File: src/rtl/txn_trk_pkg.sv
package txn_trk_pkg;

    typedef enum logic [1:0] {
        CAUSE_NONE     = 2'b00,
        CAUSE_CONFLICT = 2'b01,
        CAUSE_OVERFLOW = 2'b10
    } abort_cause_e;

    typedef struct packed {
        logic         active;
        logic         abort;
        abort_cause_e cause;
    } ctl_state_t;

    localparam ctl_state_t CTL_RESET = '{active: 1'b0, abort: 1'b0, cause: CAUSE_NONE};

endpackage

File: src/rtl/trk_line_array.sv
module trk_line_array #(
    parameter int IDX_W = 4,
    parameter int TAG_W = 4,
    parameter int LINES = 1 << IDX_W
) (
    input  logic                            clk,
    input  logic                            rst_n,
    input  logic                            set_en,
    input  logic [IDX_W-1:0]                set_idx,
    input  logic [TAG_W-1:0]                set_tag,
    input  logic                            set_wr,
    input  logic                            clr_all,
    output logic [LINES-1:0]                rd_bits,
    output logic [LINES-1:0]                wr_bits,
    output logic [LINES-1:0][TAG_W-1:0]     tags
);

    for (genvar i = 0; i < LINES; i++) begin : g_line
        logic             rd_d, rd_q;
        logic             wr_d, wr_q;
        logic [TAG_W-1:0] tag_d, tag_q;
        logic             sel;

        assign sel = set_en && (set_idx == IDX_W'(i));

        always_comb begin
            rd_d  = rd_q;
            wr_d  = wr_q;
            tag_d = tag_q;
            if (clr_all) begin
                rd_d = 1'b0;
                wr_d = 1'b0;
            end else if (sel) begin
                tag_d = set_tag;
                if (set_wr) begin
                    wr_d = 1'b1;
                end else begin
                    rd_d = 1'b1;
                end
            end
        end

        always_ff @(posedge clk or negedge rst_n) begin
            if (!rst_n) begin
                rd_q  <= 1'b0;
                wr_q  <= 1'b0;
                tag_q <= '0;
            end else begin
                rd_q  <= rd_d;
                wr_q  <= wr_d;
                tag_q <= tag_d;
            end
        end

        assign rd_bits[i] = rd_q;
        assign wr_bits[i] = wr_q;
        assign tags[i]    = tag_q;
    end

endmodule

File: src/rtl/trk_line_match.sv
module trk_line_match #(
    parameter int IDX_W = 4,
    parameter int TAG_W = 4,
    parameter int LINES = 1 << IDX_W
) (
    input  logic [IDX_W+TAG_W-1:0]      addr,
    input  logic [LINES-1:0]            rd_bits,
    input  logic [LINES-1:0]            wr_bits,
    input  logic [LINES-1:0][TAG_W-1:0] tags,
    output logic                        tracked,
    output logic                        tag_eq,
    output logic                        line_rd,
    output logic                        line_wr
);

    logic [IDX_W-1:0] idx;
    logic [TAG_W-1:0] tag;

    assign idx     = addr[IDX_W-1:0];
    assign tag     = addr[IDX_W+TAG_W-1:IDX_W];
    assign line_rd = rd_bits[idx];
    assign line_wr = wr_bits[idx];
    assign tracked = line_rd || line_wr;
    assign tag_eq  = (tags[idx] == tag);

endmodule

File: src/rtl/trk_popcount.sv
module trk_popcount #(
    parameter int WIDTH = 16,
    parameter int CNT_W = $clog2(WIDTH + 1)
) (
    input  logic [WIDTH-1:0] bits,
    output logic [CNT_W-1:0] count
);

    always_comb begin
        count = '0;
        for (int i = 0; i < WIDTH; i++) begin
            count = count + CNT_W'(bits[i]);
        end
    end

endmodule

File: src/rtl/txn_set_tracker.sv
module txn_set_tracker
    import txn_trk_pkg::*;
#(
    parameter int ADDR_W = 8,
    parameter int IDX_W  = 4,
    parameter int TAG_W  = ADDR_W - IDX_W,
    parameter int LINES  = 1 << IDX_W,
    parameter int CNT_W  = $clog2(LINES + 1)
) (
    input  logic              clk,
    input  logic              rst_n,
    input  logic              txn_begin_i,
    input  logic              txn_commit_i,
    input  logic              acc_valid_i,
    input  logic              acc_write_i,
    input  logic [ADDR_W-1:0] acc_addr_i,
    input  logic              evict_valid_i,
    input  logic [ADDR_W-1:0] evict_addr_i,
    input  logic              probe_valid_i,
    input  logic              probe_write_i,
    input  logic [ADDR_W-1:0] probe_addr_i,
    output logic              txn_active_o,
    output logic              abort_o,
    output logic [1:0]        abort_cause_o,
    output logic [LINES-1:0]  drop_mask_o,
    output logic [CNT_W-1:0]  tracked_cnt_o
);

    ctl_state_t         ctl_d, ctl_q;
    logic [LINES-1:0]   drop_d, drop_q;

    logic [LINES-1:0]             rd_bits, wr_bits;
    logic [LINES-1:0][TAG_W-1:0]  tags;

    logic set_en, clr_all;

    // lookup results: 0 = access, 1 = eviction, 2 = probe
    logic [2:0] lk_tracked, lk_tag_eq, lk_rd, lk_wr;
    logic [2:0][ADDR_W-1:0] lk_addr;

    assign lk_addr[0] = acc_addr_i;
    assign lk_addr[1] = evict_addr_i;
    assign lk_addr[2] = probe_addr_i;

    for (genvar k = 0; k < 3; k++) begin : g_lookup
        trk_line_match #(.IDX_W(IDX_W), .TAG_W(TAG_W), .LINES(LINES)) u_match (
            .addr    (lk_addr[k]),
            .rd_bits (rd_bits),
            .wr_bits (wr_bits),
            .tags    (tags),
            .tracked (lk_tracked[k]),
            .tag_eq  (lk_tag_eq[k]),
            .line_rd (lk_rd[k]),
            .line_wr (lk_wr[k])
        );
    end

    logic probe_conflict, evict_overflow, access_overflow;

    always_comb begin
        probe_conflict  = probe_valid_i && lk_tag_eq[2] &&
                          (probe_write_i ? (lk_rd[2] || lk_wr[2]) : lk_wr[2]);
        evict_overflow  = evict_valid_i && lk_tracked[1] && lk_tag_eq[1];
        access_overflow = acc_valid_i && lk_tracked[0] && !lk_tag_eq[0];
    end

    always_comb begin
        ctl_d       = ctl_q;
        ctl_d.abort = 1'b0;
        drop_d      = '0;
        set_en      = 1'b0;
        clr_all     = 1'b0;
        if (ctl_q.active) begin
            if (probe_conflict || evict_overflow || access_overflow) begin
                ctl_d.abort  = 1'b1;
                ctl_d.active = 1'b0;
                ctl_d.cause  = probe_conflict ? CAUSE_CONFLICT : CAUSE_OVERFLOW;
                drop_d       = wr_bits;
                clr_all      = 1'b1;
            end else if (txn_commit_i) begin
                ctl_d.active = 1'b0;
                clr_all      = 1'b1;
            end else if (acc_valid_i) begin
                set_en = 1'b1;
            end
        end else if (txn_begin_i) begin
            ctl_d.active = 1'b1;
            ctl_d.cause  = CAUSE_NONE;
        end
    end

    always_ff @(posedge clk or negedge rst_n) begin
        if (!rst_n) begin
            ctl_q  <= CTL_RESET;
            drop_q <= '0;
        end else begin
            ctl_q  <= ctl_d;
            drop_q <= drop_d;
        end
    end

    trk_line_array #(.IDX_W(IDX_W), .TAG_W(TAG_W), .LINES(LINES)) u_lines (
        .clk     (clk),
        .rst_n   (rst_n),
        .set_en  (set_en),
        .set_idx (acc_addr_i[IDX_W-1:0]),
        .set_tag (acc_addr_i[ADDR_W-1:IDX_W]),
        .set_wr  (acc_write_i),
        .clr_all (clr_all),
        .rd_bits (rd_bits),
        .wr_bits (wr_bits),
        .tags    (tags)
    );

    trk_popcount #(.WIDTH(LINES), .CNT_W(CNT_W)) u_count (
        .bits  (rd_bits | wr_bits),
        .count (tracked_cnt_o)
    );

    assign txn_active_o  = ctl_q.active;
    assign abort_o       = ctl_q.abort;
    assign abort_cause_o = ctl_q.cause;
    assign drop_mask_o   = drop_q;

endmodule

File: config.mk
export PLATFORM = sky130hd
export DESIGN_NAME = txn_set_tracker
export DESIGN_NICKNAME = d
export VERILOG_FILES = /design/src/rtl/txn_trk_pkg.sv /design/src/rtl/trk_line_array.sv /design/src/rtl/trk_line_match.sv /design/src/rtl/trk_popcount.sv /design/src/rtl/txn_set_tracker.sv
export SDC_FILE = /design/constraint.sdc
export NUM_CORES = 1
export LEC_CHECK = 0
export ABC_CLOCK_PERIOD_IN_PS = 6670
export BUFFER_PORTS_ARGS = -buffer_cell sky130_fd_sc_hd__buf_4
export CORE_ASPECT_RATIO = 1.25
export CORE_MARGIN = 2
export CORE_UTILIZATION = 40
export DETAILED_ROUTE_END_ITERATION = 10
export PLACE_DENSITY_LB_ADDON = 0.05
export SLEW_MARGIN = 40
export SYNTH_ARGS = -nofsm -noshare
export SYNTH_HDL_FRONTEND = slang
export SYNTH_SLANG_ARGS = --single-unit
export TNS_END_PERCENT = 10
File: constraint.sdc
create_clock -name clk -period 6.67 [get_ports clk]
set_input_delay 1.334 -clock clk [delete_from_list [all_inputs] [get_ports clk]]
set_output_delay 1.334 -clock clk [all_outputs]
set_load 0.005 [all_outputs]
==> impl_metrics.toml <==
[worst_setup_path]
rr_startpoint = "u_lines.g_line[15].tag_q[2]$_DFFE_PN0P_"
critPathLaunchType = "register"
critPathMaxFanout = 4
crit_top_cell = "fa_1"
required_ns = 5.34
cp_cell_sequence = "or2_2 > ha_1 > fa_1 > fa_1 > fa_1 > inv_1 > fa_1 > fa_1 > inv_1 > fa_1 > buf_4"
cp.arrival_ns = 4.68
critPathTopFamily = "adder cells"
worstReg2RegEnd = "u_lines.g_line[2].tag_q[1]$_DFFE_PN0P_"
reg2reg_depth = 8
critical-path-max-stage-delay_ns = 0.55
endpoint_kind = "output pin"
critPathBufInv = 3
slowest_stage = "fa_1"
ff2ff_setup_slack_ns = 2.80
crit_type = "register to output pin"

[synth]
syn_area_per_cell_um2 = 11.6
yosysSeqAreaShare_pct = 39.0
synthFlopType = "dfrtp_1"
syn_nets = 689
synth_edf_count = 0
ys_ff_latch = 116
synth_area_um2 = 7440
synth_cell_types = 51
yosys_warnings = 0
yosys.area.top_type_share_pct = 39.0
synth_top_cell_by_area = "dfrtp_1"
syn_inst = 641
postSynth.asyncResetShare_pct = 100
yosys-top-cells-area = "dfrtp_1 (39%), mux4_2 (13%), mux2_2 (11%), mux2i_1 (6.1%), a21oi_1 (3.6%)"

[clocking]
htreeDepth = 4
cts_resized = 0
root_buffer = "clkbuf_16"
numCtsBuffers = 17
clk_latency_ns = 0.42
clock_sinks = 116
path_clk_slew_ns = 0.05
cts_setup_buffers = 0
cts_hold_buf = 0
clk_path_buf_depth = 2
cts_tree = "built"

[hold_path]
hold_start = "u_lines.g_line[9].rd_q$_DFFE_PN0P_"
hold_path_depth = 2
hold_path.class = "register to register"
hold_end = "u_lines.g_line[9].rd_q$_DFFE_PN0P_"

[sta]
rsz0062_at_grt = "no"
slew_headroom_pct = 42.1
drv_slew = 0
skew_ns = 0.00528
worst_pin_slew_ns = 0.847
fmax_mhz = 166
finalHoldViolCount = 0
hold_slack_ns = 0.525
tns_ns = 0
layout_setup_ws_ns = 0.660
setup_viol = 0
period_needed_ns = 6.01
finalCritPeriodShare_pct = 90.1

[detailed_routing]
first_iter_violations = 416
ant_nets = 0
wl_per_cell_um = 24.8
viasPerCell = 6.08
firstDrtPassIters = 5
drc = 0
num_vias = 5555
wirelength_mm = 22.7

[floorplan]
die_x_um = 126
initial_core_util_pct = 40.9
die_area_um2 = 19700
core_area_um2 = 18200
dieHeight_um = 156
ios = 58
rows = 55

[power_and_ir_drop]
leakage_nw = 3.87
finalPower_mw = 2.24
peakVddDrop_v = 0.000182
pwr_density_cell_nw_per_um2 = 259

[placement]
place.gp.congestion = 0.927
pre_cts_slack_ns = 1.08
dp_cells = 882
dpl-instance-area_um2 = 8050
hpwl_mm = 15.8
portBuffers = 57

[global_route]
grt_max_degree = 69
grt_pass1_vias = 5885
grtUsageTotal_pct = 24.1
overflow = 0
grt_pass1_wl_mm = 35.5
grt_antenna_before_repair = 0

[cells_and_area]
fin_area_um2 = 8660
finalNetCount = 721
multi_input_area_um2 = 4300
final_cells = 914
fillers = 1667
antennaDiodeCount = 0
area_delta_synth_final_pct = 16.4
drive_gt1_share_pct = 33.8
utilization_pct = 47.6
regArea_um2 = 2900

[outcome]
status = "complete, no violations"

[job]
cap_viol_max_count = 0
==> worst register-to-register path, cell delays in order, from the launching register on <==
cell and delay, ns:
dfrtp_1 0.40, mux4_2 0.48, mux2i_1 0.18, xnor2_1 0.15, a2111oi_0 0.69, o221ai_1 0.37
o22ai_4 0.62, or4_1 0.48, mux2_2 0.39
==> Yosys cell counts, drive strengths merged (11+ instances only) <==
master / number
and3: 17
dfrtp: 116
mux2i: 45
mux4: 44
inv: 19
a21oi: 53
buf: 32
clkbuf: 22
nor3: 37
nor2: 46
nor4: 14
mux2: 70
nand2: 11
==> state kept, by name (all words and copies together), names as in the netlist <==
name,cells
u_lines.g_line.tag_q,64
drop_mask_o,16
u_lines.g_line.rd_q,16
u_lines.g_line.wr_q,16
abort_cause_o,2
abort_o,1
txn_active_o,1
==> cell type report <==
type | count | share of cell area (%)
multi-input cells | 452 | 49.6
clock buffers | 22 | 5.36
inverters | 19 | 0.824
repair buffers | 67 | 5.85
flip-flops and latches | 116 | 33.5
well taps | 228 | 3.30
clock inverters | 10 | 1.50
==> layer usage <==
layer	part of all wire, %	vias to the layer above	global-route usage (%)
met5	0	-	0
met4	4.9	0	13.3
met3	4.4	59	4.17
met2	49	197	39.5
met1	42	2842	30.4
li1	-	2457	-
==> where the power goes <==
group	switching (mW)	internal, mW	leakage [nW]
Clock	0.331	0.603	0.290
Sequential	0.0776	0.779	1.58
Combinational	0.225	0.223	2.00
==> cells in the final DEF (no fill, tap or decap), types with 3 or more instances in the layout <==
cell type  Yosys  routed
a2111oi_0      3       3
a211oi_1      10      10
a21oi_1       53      53
a22oi_1        3       3
and3_1        17      17
buf_4          4      66
bufinv_16      0       3
clkbuf_1      22       3
clkbuf_16      0      17
clkinv_2       0       5
dfrtp_1      116     116
fa_1          10      10
ha_1           5       5
inv_1         19      19
mux2_2        70      70
mux2i_1       45      45
mux4_2        44      44
nand2_1       11      11
nand2b_1       5       5
nand3_1        8       8
nand4_1        3       3
nor2_1        46      46
nor2b_1        8       8
nor3_1        37      37
nor4_4         7      12
o21ai_0        3       3
or2_2          8       8
or4_1          4       4
xnor2_1        8       8
xor2_1        10      10
==> worst max-delay path by stage <==
| stage | depth (start not counted) | end | start |
|---|---|---|---|
| final | 11 | tracked_cnt_o[1] | u_lines.g_line[0].wr_q$_DFFE_PN0P_ |
| after global routing | 11 | tracked_cnt_o[1] | u_lines.g_line[0].wr_q$_DFFE_PN0P_ |
| after CTS | 11 | tracked_cnt_o[1] | u_lines.g_line[0].wr_q$_DFFE_PN0P_ |
| after detailed placement | 11 | tracked_cnt_o[1] | u_lines.g_line[0].wr_q$_DFFE_PN0P_ |
| after global placement | 11 | tracked_cnt_o[1] | u_lines.g_line[0].wr_q$_DFFE_PN0P_ |
| after floorplan | 10 | tracked_cnt_o[1] | u_lines.g_line[0].wr_q$_DFFE_PN0P_ |
==> kinds of logic after synthesis <==
logic type      share of synthesized area, %
compound gates                          8.18
flops                                   39.0
mux                                     30.0
simple gates                            12.8
fa+ha+maj                               3.53
buf+inv                                 4.31
xor+xnor                                2.12
Power figures use the tool's default switching activity.
